### src/rtl/i2cev_pkg.sv
package i2cev_pkg;
  localparam int REG_W = 16;
  // status bits that latch event pulses
  localparam logic [REG_W-1:0] LATCH_MASK  = 16'h6F1F;
  // bits that can raise the interrupt
  localparam logic [REG_W-1:0] IRQ_EN_MASK = 16'h601F;
  // stored bits of the wakeup enable
  localparam logic [REG_W-1:0] WAKE_MASK   = 16'h636F;
  localparam int BUSY_BIT = 12;

  typedef enum logic [1:0] {
    SEL_STAT = 2'd0,
    SEL_IEN  = 2'd1,
    SEL_VEC  = 2'd2,
    SEL_WAKE = 2'd3
  } reg_sel_e;
endpackage

### src/rtl/i2cev_rst_sync.sv
module i2cev_rst_sync (
  input  logic clk_i,
  input  logic arst_n_i,
  output logic rst_n_o
);
  logic [1:0] sync_q;

  always_ff @(posedge clk_i or negedge arst_n_i) begin
    if (!arst_n_i) sync_q <= 2'b00;
    else           sync_q <= {sync_q[0], 1'b1};
  end

  assign rst_n_o = sync_q[1];
endmodule

### src/rtl/i2cev_stat_reg.sv
module i2cev_stat_reg #(
  parameter int W = 16,
  parameter logic [W-1:0] MASK = '1
) (
  input  logic         clk_i,
  input  logic         rst_n_i,
  input  logic [W-1:0] evt_i,
  input  logic [W-1:0] clr_i,
  output logic [W-1:0] stat_q
);
  logic [W-1:0] stat_nxt;
  logic         stat_en;

  // set has priority over clear for the same bit
  always_comb begin
    stat_nxt = ((stat_q & ~clr_i) | evt_i) & MASK;
    stat_en  = |((evt_i | clr_i) & MASK);
  end

  always_ff @(posedge clk_i or negedge rst_n_i) begin
    if (!rst_n_i)     stat_q <= '0;
    else if (stat_en) stat_q <= stat_nxt;
  end
endmodule

### src/rtl/i2cev_cfg_regs.sv
module i2cev_cfg_regs #(
  parameter int W = 16,
  parameter logic [W-1:0] IEN_MASK  = '1,
  parameter logic [W-1:0] WAKE_MASK = '1
) (
  input  logic         clk_i,
  input  logic         rst_n_i,
  input  logic         ien_we_i,
  input  logic         wake_we_i,
  input  logic [W-1:0] wdata_i,
  output logic [W-1:0] ien_q,
  output logic [W-1:0] wake_q
);
  logic [W-1:0] ien_nxt, wake_nxt;

  always_comb begin
    ien_nxt  = wdata_i & IEN_MASK;
    wake_nxt = wdata_i & WAKE_MASK;
  end

  always_ff @(posedge clk_i or negedge rst_n_i) begin
    if (!rst_n_i) begin
      ien_q  <= '0;
      wake_q <= '0;
    end else begin
      if (ien_we_i)  ien_q  <= ien_nxt;
      if (wake_we_i) wake_q <= wake_nxt;
    end
  end
endmodule

### src/rtl/i2cev_vec_enc.sv
module i2cev_vec_enc #(
  parameter int N  = 5,
  parameter int CW = $clog2(N + 1)
) (
  input  logic [N-1:0]  pend_i,
  output logic [N-1:0]  hit_o,
  output logic [CW-1:0] code_o
);
  logic [N-1:0] lower;

  assign lower[0] = 1'b0;

  // lowest index wins: a bit is hit only if nothing below it is pending
  for (genvar i = 0; i < N; i++) begin : g_pri
    assign hit_o[i] = pend_i[i] & ~lower[i];
    if (i + 1 < N) begin : g_chain
      assign lower[i+1] = lower[i] | pend_i[i];
    end
  end

  always_comb begin
    code_o = '0;
    for (int i = 0; i < N; i++) begin
      if (hit_o[i]) code_o = CW'(i + 1);
    end
  end
endmodule

### src/rtl/i2cev_irq_ctrl.sv
module i2cev_irq_ctrl
  import i2cev_pkg::*;
#(
  parameter int ADDR_W  = 3,
  parameter int NUM_VEC = 5
) (
  input  logic              clk_i,
  input  logic              rst_n_i,
  input  logic [REG_W-1:0]  evt_i,
  input  logic              bus_busy_i,
  input  logic              wr_en_i,
  input  logic              rd_en_i,
  input  logic [ADDR_W-1:0] addr_i,
  input  logic [REG_W-1:0]  wdata_i,
  output logic [REG_W-1:0]  rdata_o,
  output logic              irq_o
);
  localparam int CODE_W = $clog2(NUM_VEC + 1);

  logic              rst_n_s;
  logic              in_map;
  reg_sel_e          sel;
  logic              wr_stat, wr_ien, wr_wake, rd_vec;
  logic [REG_W-1:0]  stat_q, ien_q, wake_q, clr;
  logic [NUM_VEC-1:0] pend, hit;
  logic [CODE_W-1:0] code;

  i2cev_rst_sync u_rst (
    .clk_i    (clk_i),
    .arst_n_i (rst_n_i),
    .rst_n_o  (rst_n_s)
  );

  // address decode
  always_comb begin
    in_map  = (addr_i >> 2) == '0;
    sel     = reg_sel_e'(addr_i[1:0]);
    wr_stat = wr_en_i & in_map & (sel == SEL_STAT);
    wr_ien  = wr_en_i & in_map & (sel == SEL_IEN);
    wr_wake = wr_en_i & in_map & (sel == SEL_VEC);
    rd_vec  = rd_en_i & in_map & (sel == SEL_VEC);
  end

  assign pend = stat_q[NUM_VEC-1:0] & ien_q[NUM_VEC-1:0];

  i2cev_vec_enc #(.N(NUM_VEC), .CW(CODE_W)) u_vec (
    .pend_i (pend),
    .hit_o  (hit),
    .code_o (code)
  );

  always_comb begin
    clr = '0;
    if (wr_stat) clr = clr | wdata_i;
    if (rd_vec)  clr = clr | {{(REG_W-NUM_VEC){1'b0}}, hit};
  end

  i2cev_stat_reg #(.W(REG_W), .MASK(LATCH_MASK)) u_stat (
    .clk_i   (clk_i),
    .rst_n_i (rst_n_s),
    .evt_i   (evt_i),
    .clr_i   (clr),
    .stat_q  (stat_q)
  );

  i2cev_cfg_regs #(.W(REG_W), .IEN_MASK(IRQ_EN_MASK), .WAKE_MASK(WAKE_MASK)) u_cfg (
    .clk_i     (clk_i),
    .rst_n_i   (rst_n_s),
    .ien_we_i  (wr_ien),
    .wake_we_i (wr_wake),
    .wdata_i   (wdata_i),
    .ien_q     (ien_q),
    .wake_q    (wake_q)
  );

  assign irq_o = |(stat_q & ien_q);

  always_comb begin
    rdata_o = '0;
    if (in_map) begin
      case (sel)
        SEL_STAT: begin
          rdata_o           = stat_q;
          rdata_o[BUSY_BIT] = bus_busy_i;
        end
        SEL_IEN:  rdata_o = ien_q;
        SEL_VEC:  rdata_o = {{(REG_W-CODE_W){1'b0}}, code};
        default:  rdata_o = wake_q;
      endcase
    end
  end
endmodule

### config.mk
export PLATFORM = sky130hd
export DESIGN_NAME = i2cev_irq_ctrl
export DESIGN_NICKNAME = d
export VERILOG_FILES = /design/src/rtl/i2cev_pkg.sv /design/src/rtl/i2cev_rst_sync.sv /design/src/rtl/i2cev_stat_reg.sv /design/src/rtl/i2cev_cfg_regs.sv /design/src/rtl/i2cev_vec_enc.sv /design/src/rtl/i2cev_irq_ctrl.sv
export SDC_FILE = /design/constraint.sdc
export NUM_CORES = 1
export LEC_CHECK = 0
export ABC_AREA = 0
export BUFFER_PORTS_ARGS = -buffer_cell sky130_fd_sc_hd__buf_2
export CAP_MARGIN = 10
export CORE_ASPECT_RATIO = 0.6
export CORE_MARGIN = 2
export CORE_UTILIZATION = 49
export DETAILED_ROUTE_END_ITERATION = 12
export PLACE_DENSITY = 0.85
export SLEW_MARGIN = 20
export SYNTH_ARGS = -nofsm -noshare
export SYNTH_HDL_FRONTEND = slang
export SYNTH_SLANG_ARGS = --single-unit
### constraint.sdc
create_clock -name clk_i -period 2.4 [get_ports clk_i]
set_input_delay 0.36 -clock clk_i [delete_from_list [all_inputs] [get_ports clk_i]]
set_output_delay 0.36 -clock clk_i [all_outputs]
set_load 0.01 [all_outputs]
==> key figures, run 1 <==
Die
  – Die width: 76.97 um
  – Row count: 15
  – DIE AREA: 0.003677 mm2
  – Top Ports: 57
  – Core Box Area: 0.002947 mm2
  – Initial Utilization: 0.5312
  – Die H: 47.78 um

Synth
  – Synth area leaders: dfrtp_1 48%, mux2_4 9.6%, mux2_2 7.2%, nand2_1 5.8%, a21o_1 3.8%
  – Synth unique cells: 29
  – Mapped Cells: 144
  – Synthesis Warnings: 0
  – Yosys reg bits: 30
  – Seq/Total Area, Yosys: 0.4796
  – Synth area leader: dfrtp_1
  – Share of the synthesized area in the top cell type: 0.4796
  – Average size of a mapped cell: 10.87 um2
  – Mapped cell area: 0.001565 mm2

Critical path
  – Required @ worst endpoint: 2040 ps
  – Crit. End Element: primary output
  – Critical path class: flop to primary output
  – Max FO, Critical Path: 6
  – Crit path DAT: 1630 ps
  – Crit start category: flop

Global route
  – Total gr overflow: 0
  – Initial antenna violation count: 0
  – Total track usage: 0.2344
  – First-pass GRT wire length: 6168 um
  – Vias in the first global route: 1241
  – Largest net degree at the start of global routing: 29

Finish
  – P&R area growth vs syn: 21.50%
  – Share of layout cells above drive strength 1: 0.3969
  – N_diodes: 0
  – Commonest cells after routing, fill and taps aside: 46 x buf_2, 30 x dfrtp_1, 24 x nand2_1, 10 x mux2_2, 10 x mux2_4
  – Nets: 234
  – Commonest non-fill, non-tap cell in the layout: buf_2

Clocking
  – Clk sinks: 30
  – Clock Latency Late Sink: 280 ps
  – Post-CTS Setup Inserts: 0
  – PostCTS Resize Cnt: 0
  – Root Driver: clkbuf_8
  – CTS tree: built
  – Worst-path clk slew: 60 ps
  – Num CTS Buffers: 5
  – Hold Buf Count CTS: 1
  – H-tree Lvls: 2
  – Clock Path Buffers: 2

STA
  – Clock Skew: 5.338 ps
  – RSZ-0062 raised after global routing: no
  – Post-layout minimum cycle time: 1987 ps
  – Final Max Tran Viols: 0
  – Final period util: 0.8278
  – Minimum hold slack: 258.3 ps
  – Setup TNS Final: 0 ps
  – Finish-stage setup viols: 0
  – Hold Vio Cnt, Final: 0
  – Fmax: 503.3 MHz

Power
  – Cell Pwr Density: 673.3 mW/mm2
  – Total power: 0.001280 W
  – Maximum vdd drop: 0.3735 mV
  – Static leakage: 0.8628 nW

Placement
  – Number of port buffers: 46
  – Detail Placement HPWL: 2854 um
  – RD Place Congestion: 0.8453

Routing
  – Antenna Nets Post-Route: 0
  – Vias per inst: 5.504
  – Via count: 1299
  – Final wirelength: 3848 um
  – Pre-antenna DRT Iters: 4
  – Post-route DRC: 0
  – DR iter-0 viols: 86
  – WL/cell: 16.31 um

Job
  – # Max-Cap Violations: 0

Min path
  – HP Class: primary input to flop

Run status
  – Status: complete, no violations
[cell usage after synthesis]
cell and n:
nand2_1 24, buf_4 3, dfrtp_1 30, and2_1 4, mux2_2 10, clkbuf_1 1
nor3_1 1, mux2i_1 1, nor3_2 1, and3_1 3, buf_6 2, a31o_1 2
o21ai_0 4, conb_1 2, mux2_4 10, a311oi_1 3, nand3_1 6, nor3b_1 2
a21o_1 8, buf_2 2, a31oi_1 1, a222oi_1 1, a31o_2 1, a21oi_1 4
nand2b_1 2, a22oi_1 6, nor3_4 1, nor2_1 8, and4_1 1
[per-layer routing]
metal | global-route usage | vias to the layer above | routed length, um
li1 | - | 611 | -
met1 | 0.3026 | 634 | 1748
met2 | 0.3842 | 48 | 1801
met3 | 0.08868 | 6 | 262
met4 | 0.06545 | 0 | 36
met5 | 0 | - | 0
[through the flow]
step | cell area [um2] | setup slack, ps | instances | utilization
after floorplan | 1569 | 742.6 | 145 | -
after global placement | 1815 | 506.8 | 228 | 0.6161
after detailed placement | 1815 | 462.3 | 228 | 0.6161
after CTS | 1902 | 387.5 | 236 | 0.6454
after global routing | 1902 | 229.6 | 236 | 0.6454
final | 1902 | 413.2 | 236 | 0.6454
[registers in the layout, indices dropped and copies added (netlist names)]
signal	flops
u_stat.stat_q	11
u_cfg.ien_q	7
u_cfg.wake_q	10
u_rst.sync_q	2
[worst max-delay path, stage by stage, from the launching register on]
cell and delay (ps):
dfrtp_1 420, a22oi_1 320, nand3_1 140, a311oi_1 280
buf_2 190
[logic make-up (layout without fill, tap and decap cells)]
family                 count (synthesis)  after routing  synth area share
AO/OA/AOI/OAI                         30             30            0.1367
AND/OR/NAND/NOR                       53             53            0.1671
flip-flops                            30             30            0.4796
other                                  2              3          0.004798
buffers and inverters                  8             57           0.03757
multiplexers                          21             21            0.1743
[report_power, final]
part           switching [W]  internal (W)
Sequential         0.0000596      0.000577
Combinational       0.000123      0.000151
Clock               0.000172      0.000199
[cell type report]
cell class | count | area, um2
flip-flops and latches | 30 | 750.7
fillers | 263 | 1045
well taps | 42 | 52.55
multi-input cells | 107 | 759.5
repair buffers | 50 | 262.8
clock buffers | 7 | 76.32
[worst paths after layout]
check / from / end / slack, ps / cells after the start
setup / recovery: u_cfg.ien_q[1]$_DFFE_PN0P_ / rdata_o[2] / 410 / 4
hold reg to reg: u_rst.sync_q[1]$_DFF_PN0_ / u_stat.stat_q[14]$_DFFE_PN0P_ / 270 / 1
min in group asynchronous: u_rst.sync_q[1]$_DFF_PN0_ / u_stat.stat_q[14]$_DFFE_PN0P_ / 270 / 1
max in group asynchronous: u_rst.sync_q[1]$_DFF_PN0_ / u_cfg.ien_q[1]$_DFFE_PN0P_ / 1860 / 1
hold / removal: evt_i[8] / u_stat.stat_q[8]$_DFFE_PN0P_ / 260 / 2
setup reg to reg: u_cfg.ien_q[1]$_DFFE_PN0P_ / u_stat.stat_q[4]$_DFFE_PN0P_ / 940 / 4
Note: power is estimated with default switching activity, not from simulation.
==> run 2: changes to the inputs <==
--- a/config.mk
+++ b/config.mk
@@ -5,7 +5,7 @@
 export SDC_FILE = /design/constraint.sdc
 export NUM_CORES = 1
 export LEC_CHECK = 0
-export ABC_AREA = 0
+export ABC_AREA = 1
 export BUFFER_PORTS_ARGS = -buffer_cell sky130_fd_sc_hd__buf_2
 export CAP_MARGIN = 10
 export CORE_ASPECT_RATIO = 0.6
==> constraint.sdc (replaced) <==
create_clock -name clk_i -period 2 [get_ports clk_i]
set_input_delay 0.3 -clock clk_i [delete_from_list [all_inputs] [get_ports clk_i]]
set_output_delay 0.3 -clock clk_i [all_outputs]
set_load 0.01 [all_outputs]
==> run 2 against run 1 <==
Largest cell class is now registers. Sequential cell count unchanged. Register-to-register slack worse by 80 ps. Via count grew 14%. Hold slack got worse by 140 ps. Combinational power up 9.5%. Die area is 1.1% lower. Sequential share of layout area down 1.5 points.
==> key figures, run 2 <==
Run status
  – Status: complete, no violations (unchanged)

Power
  – Maximum vdd drop: 0.4883 mV (was 0.3735 mV)
  – Switching share of total power: 0.2550 (was 0.2767)
  – Clock Power Share: 0.424 (was 0.289)
  – Cell Pwr Density: 903.3 mW/mm2 (was 673.3 mW/mm2)
  – Switching power: 0.0004557 W (was 0.0003543 W)
  – Seq pwr share: 0.408 (was 0.497)
  – Static leakage: 1.098 nW (was 0.8628 nW)
  – Combinational power share: 0.168 (was 0.214)
  – Internal Pwr Total: 0.001331 W (was 0.0009261 W)

Clocking
  – CTS tree: built (unchanged)
  – Num CTS Buffers: 5 (unchanged)
  – Clock Path Buffers: 2 (unchanged)
  – Worst-path clk slew: 60 ps (about the same)
  – Hold Buf Count CTS: 1 (unchanged)
  – Root Driver: clkbuf_8 (unchanged)
  – Clk sinks: 30 (unchanged)
  – Post-CTS Setup Inserts: 0 (unchanged)
  – Clock Latency Late Sink: 280 ps (about the same)
  – PostCTS Resize Cnt: 0 (unchanged)
  – H-tree Lvls: 2 (unchanged)

Die
  – Row count: 15 (unchanged)
  – Core Box Area: 0.002947 mm2 (unchanged)
  – Die H: 47.52 um (was 47.78 um)
  – Die width: 76.53 um (was 76.97 um)
  – Top Ports: 57 (unchanged)
  – DIE AREA: 0.003636 mm2 (was 0.003677 mm2)
  – Initial Utilization: 0.5248 (was 0.5312)

Finish
  – Commonest cells after routing, fill and taps aside: 70 x nand2_1, 46 x buf_2, 30 x dfrtp_1, 29 x inv_1, 18 x o21ai_1 (was 46 x buf_2, 30 x dfrtp_1, 24 x nand2_1, 10 x mux2_2, 10 x mux2_4)
  – Max FFs per register: 11 (unchanged)
  – Nets: 303 (was 234)
  – FILL cells: 280 (was 263)
  – Largest Register: u_stat.stat_q (unchanged)
  – Biggest regs: u_stat.stat_q x11, u_cfg.wake_q x10, u_cfg.ien_q x7 (unchanged)
  – N_diodes: 0 (unchanged)
  – Commonest non-fill, non-tap cell in the layout: nand2_1 (was buf_2)
  – Share of layout cells above drive strength 1: 0.2576 (was 0.3969)
  – Fin area: 0.001978 mm2 (was 0.001902 mm2)
  – P&R area growth vs syn: 27.91% (was 21.50%)

Synth
  – Share of the synthesized area in the top cell type: 0.4854 (was 0.4796)
  – EDFF count, synth: 0 (unchanged)
  – Mapped Cells: 210 (was 144)
  – Most used DFF post-synth: dfrtp_1 (unchanged)
  – Top cells by count, synth: 70 x nand2_1, 30 x dfrtp_1, 29 x inv_1 (was 30 x dfrtp_1, 24 x nand2_1, 10 x mux2_2, 10 x mux2_4)
  – Mapped cell area: 0.001546 mm2 (was 0.001565 mm2)
  – Synth unique cells: 20 (was 29)
  – Synth area leaders: dfrtp_1 49%, nand2_1 17%, inv_1 7.0%, o21ai_1 5.8%, a21oi_1 3.2% (was dfrtp_1 48%, mux2_4 9.6%, mux2_2 7.2%, nand2_1 5.8%, a21o_1 3.8%)
  – Synth area leader: dfrtp_1 (unchanged)
  – Average size of a mapped cell: 7.364 um2 (was 10.87 um2)
  – Yosys reg bits: 30 (unchanged)
  – Count leader, synth: nand2_1 (was dfrtp_1)
  – Synthesis Warnings: 0 (unchanged)
  – Async SR Flop Fraction: 1.000 (unchanged)
  – Seq/Total Area, Yosys: 0.4854 (was 0.4796)

Routing
  – Antenna Nets Post-Route: 0 (unchanged)
  – Via count: 1483 (was 1299)
  – WL/cell: 11.64 um (was 16.31 um)
  – Pre-antenna DRT Iters: 4 (unchanged)
  – Final wirelength: 3562 um (was 3848 um)
  – Post-route DRC: 0 (unchanged)
  – DR iter-0 viols: 113 (was 86)
  – Vias per inst: 4.846 (was 5.504)

STA
  – Finish-stage setup viols: 0 (unchanged)
  – Final period util: 0.9220
  – RSZ-0062 raised after global routing: no (unchanged)
  – Hold Vio Cnt, Final: 0 (unchanged)
  – Fmax: 542.3 MHz
  – Clock Skew: 3.730 ps (was 5.338 ps)
  – Rel. slew slack: 0.5687
  – Minimum hold slack: 120.0 ps (was 258.3 ps)
  – Post-layout minimum cycle time: 1844 ps
  – Worst slew pin tran: 645.4 ps
  – Setup TNS Final: 0 ps (unchanged)
  – Final Max Tran Viols: 0 (unchanged)

Critical path
  – R2r startpoint: u_cfg.ien_q[0]$_DFFE_PN0P_ (was u_cfg.ien_q[1]$_DFFE_PN0P_)
  – Required @ worst endpoint: 1700 ps (was 2040 ps)
  – CP max stage cell: dfrtp_1 (unchanged)
  – Critical Path Start: u_cfg.ien_q[0]$_DFFE_PN0P_ (was u_cfg.ien_q[1]$_DFFE_PN0P_)
  – Worst path max stage delay: 400 ps (was 420 ps)
  – FF-to-FF path depth: 6 (was 4)
  – Critical path class: flop to primary output (unchanged)
  – Crit path DAT: 1540 ps (was 1630 ps)
  – Crit start category: flop (unchanged)
  – Max FO, Critical Path: 4 (was 6)
  – CP Cell Sequence: nand2_1 -> nand2_1 -> nor2_1 -> nand2_1 -> nand2_1 -> nand2_1 -> a21oi_1 -> buf_2 (was a22oi_1 -> nand3_1 -> a311oi_1 -> buf_2)
  – Crit. End Element: primary output (unchanged)
  – Worst flop-to-flop path endpoint: u_stat.stat_q[4]$_DFFE_PN0P_ (unchanged)
  – R2R Setup Slk: 860 ps (was 940 ps)
  – CP most frequent cell: nand2_1

Global route
  – Largest net degree at the start of global routing: 23 (was 29)
  – Vias in the first global route: 1246 (was 1241)
  – Initial antenna violation count: 0 (unchanged)
  – Total gr overflow: 0 (unchanged)
  – Total track usage: 0.2162 (was 0.2344)
  – First-pass GRT wire length: 5789 um (was 6168 um)

Min path
  – HP Class: flop to async pin (was primary input to flop)

Placement
  – Number of port buffers: 46 (unchanged)
  – Placed cell areas: 0.001826 mm2 (was 0.001815 mm2)
  – Detail Placement HPWL: 2666 um (was 2854 um)
  – RD Place Congestion: 0.8974 (was 0.8453)

Job
  – # Max-Cap Violations: 0 (unchanged)
run 2: cell count changes after synthesis, sizes merged, moves of 4 or more:
| cell | previous run | this run |
|---|---|---|
| and2 | 4 | 0 |
| mux2 | 20 | 1 |
| a21oi | 4 | 10 |
| nand3 | 6 | 10 |
| o211ai | 0 | 4 |
| nor2 | 8 | 14 |
| a21o | 8 | 2 |
| inv | 0 | 37 |
| o21ai | 4 | 22 |
| nand2 | 24 | 70 |
| a22oi | 6 | 0 |
run 2: per-layer routing:
layer  wire length (um)  vias up  GRT usage
met5                  0        -          0
met4                  0        0    0.06182
met3                276        0    0.08868
met2               1548       50     0.3186
met1               1737      677     0.3002
li1                   -      756          -
run 2: power groups by stage:
stage / Clock [W] / Combinational, W / Sequential, W
after detailed placement: 0 / 0.000299 / 0.000736
after floorplan: 0 / 0.000197 / 0.000731
after CTS: 0.000764 / 0.000302 / 0.000727
final: 0.000758 / 0.000300 / 0.000729
after global routing: 0.000797 / 0.000344 / 0.000738
after global placement: 0 / 0.000290 / 0.000734
run 2: worst max-delay path, delay by kind of cell, from the launching register on:
family,cells,cell delay [ps]
and+or+nand+nor,6,600
buffers and inverters,1,150
AOI/OAI and AO/OA,1,130
DFF,1,400
run 2: kinds of logic (layout without fill, tap and decap cells):
| family | count (synthesis) | in the layout | share of synthesized area |
|---|---|---|---|
| compound gates | 40 | 40 | 0.1416 |
| buf+inv | 42 | 95 | 0.1092 |
| flops | 30 | 30 | 0.4854 |
| mux | 1 | 1 | 0.007281 |
| other cells | 2 | 3 | 0.004856 |
| simple gates | 95 | 95 | 0.2516 |
run 2: worst max-delay path by stage:
stage                       endpoint  slack (ps)  depth (start not counted)
after floorplan           rdata_o[0]         640                          7
after global placement    rdata_o[0]         470                          8
after detailed placement  rdata_o[0]         460                          8
after CTS                 rdata_o[0]         160                          8
after global routing      rdata_o[0]          20                          8
final                     rdata_o[0]         160                          8
run 2: final cells by class:
cell class	instances	area, um2	share of cell area
flip-flops and latches	30	750.7	0.3795
multi-input cells	139	630.6	0.3188
repair buffers	50	262.8	0.1328
inverters	37	138.9	0.07021
clock buffers	6	82.58	0.04175
clock inverters	2	60.06	0.03036
well taps	42	52.55	0.02657
run 2: stage by stage:
step / worst slack (ps) / utilization / std cells / power [W]
after floorplan: 643.5 / - / 211 / 0.0009279
after global placement: 472.4 / 0.6195 / 297 / 0.001023
after detailed placement: 462.7 / 0.6195 / 297 / 0.001034
after CTS: 157.4 / 0.6713 / 306 / 0.001793
after global routing: 22.80 / 0.6713 / 306 / 0.001878
final: 156.0 / 0.6713 / 306 / 0.001787
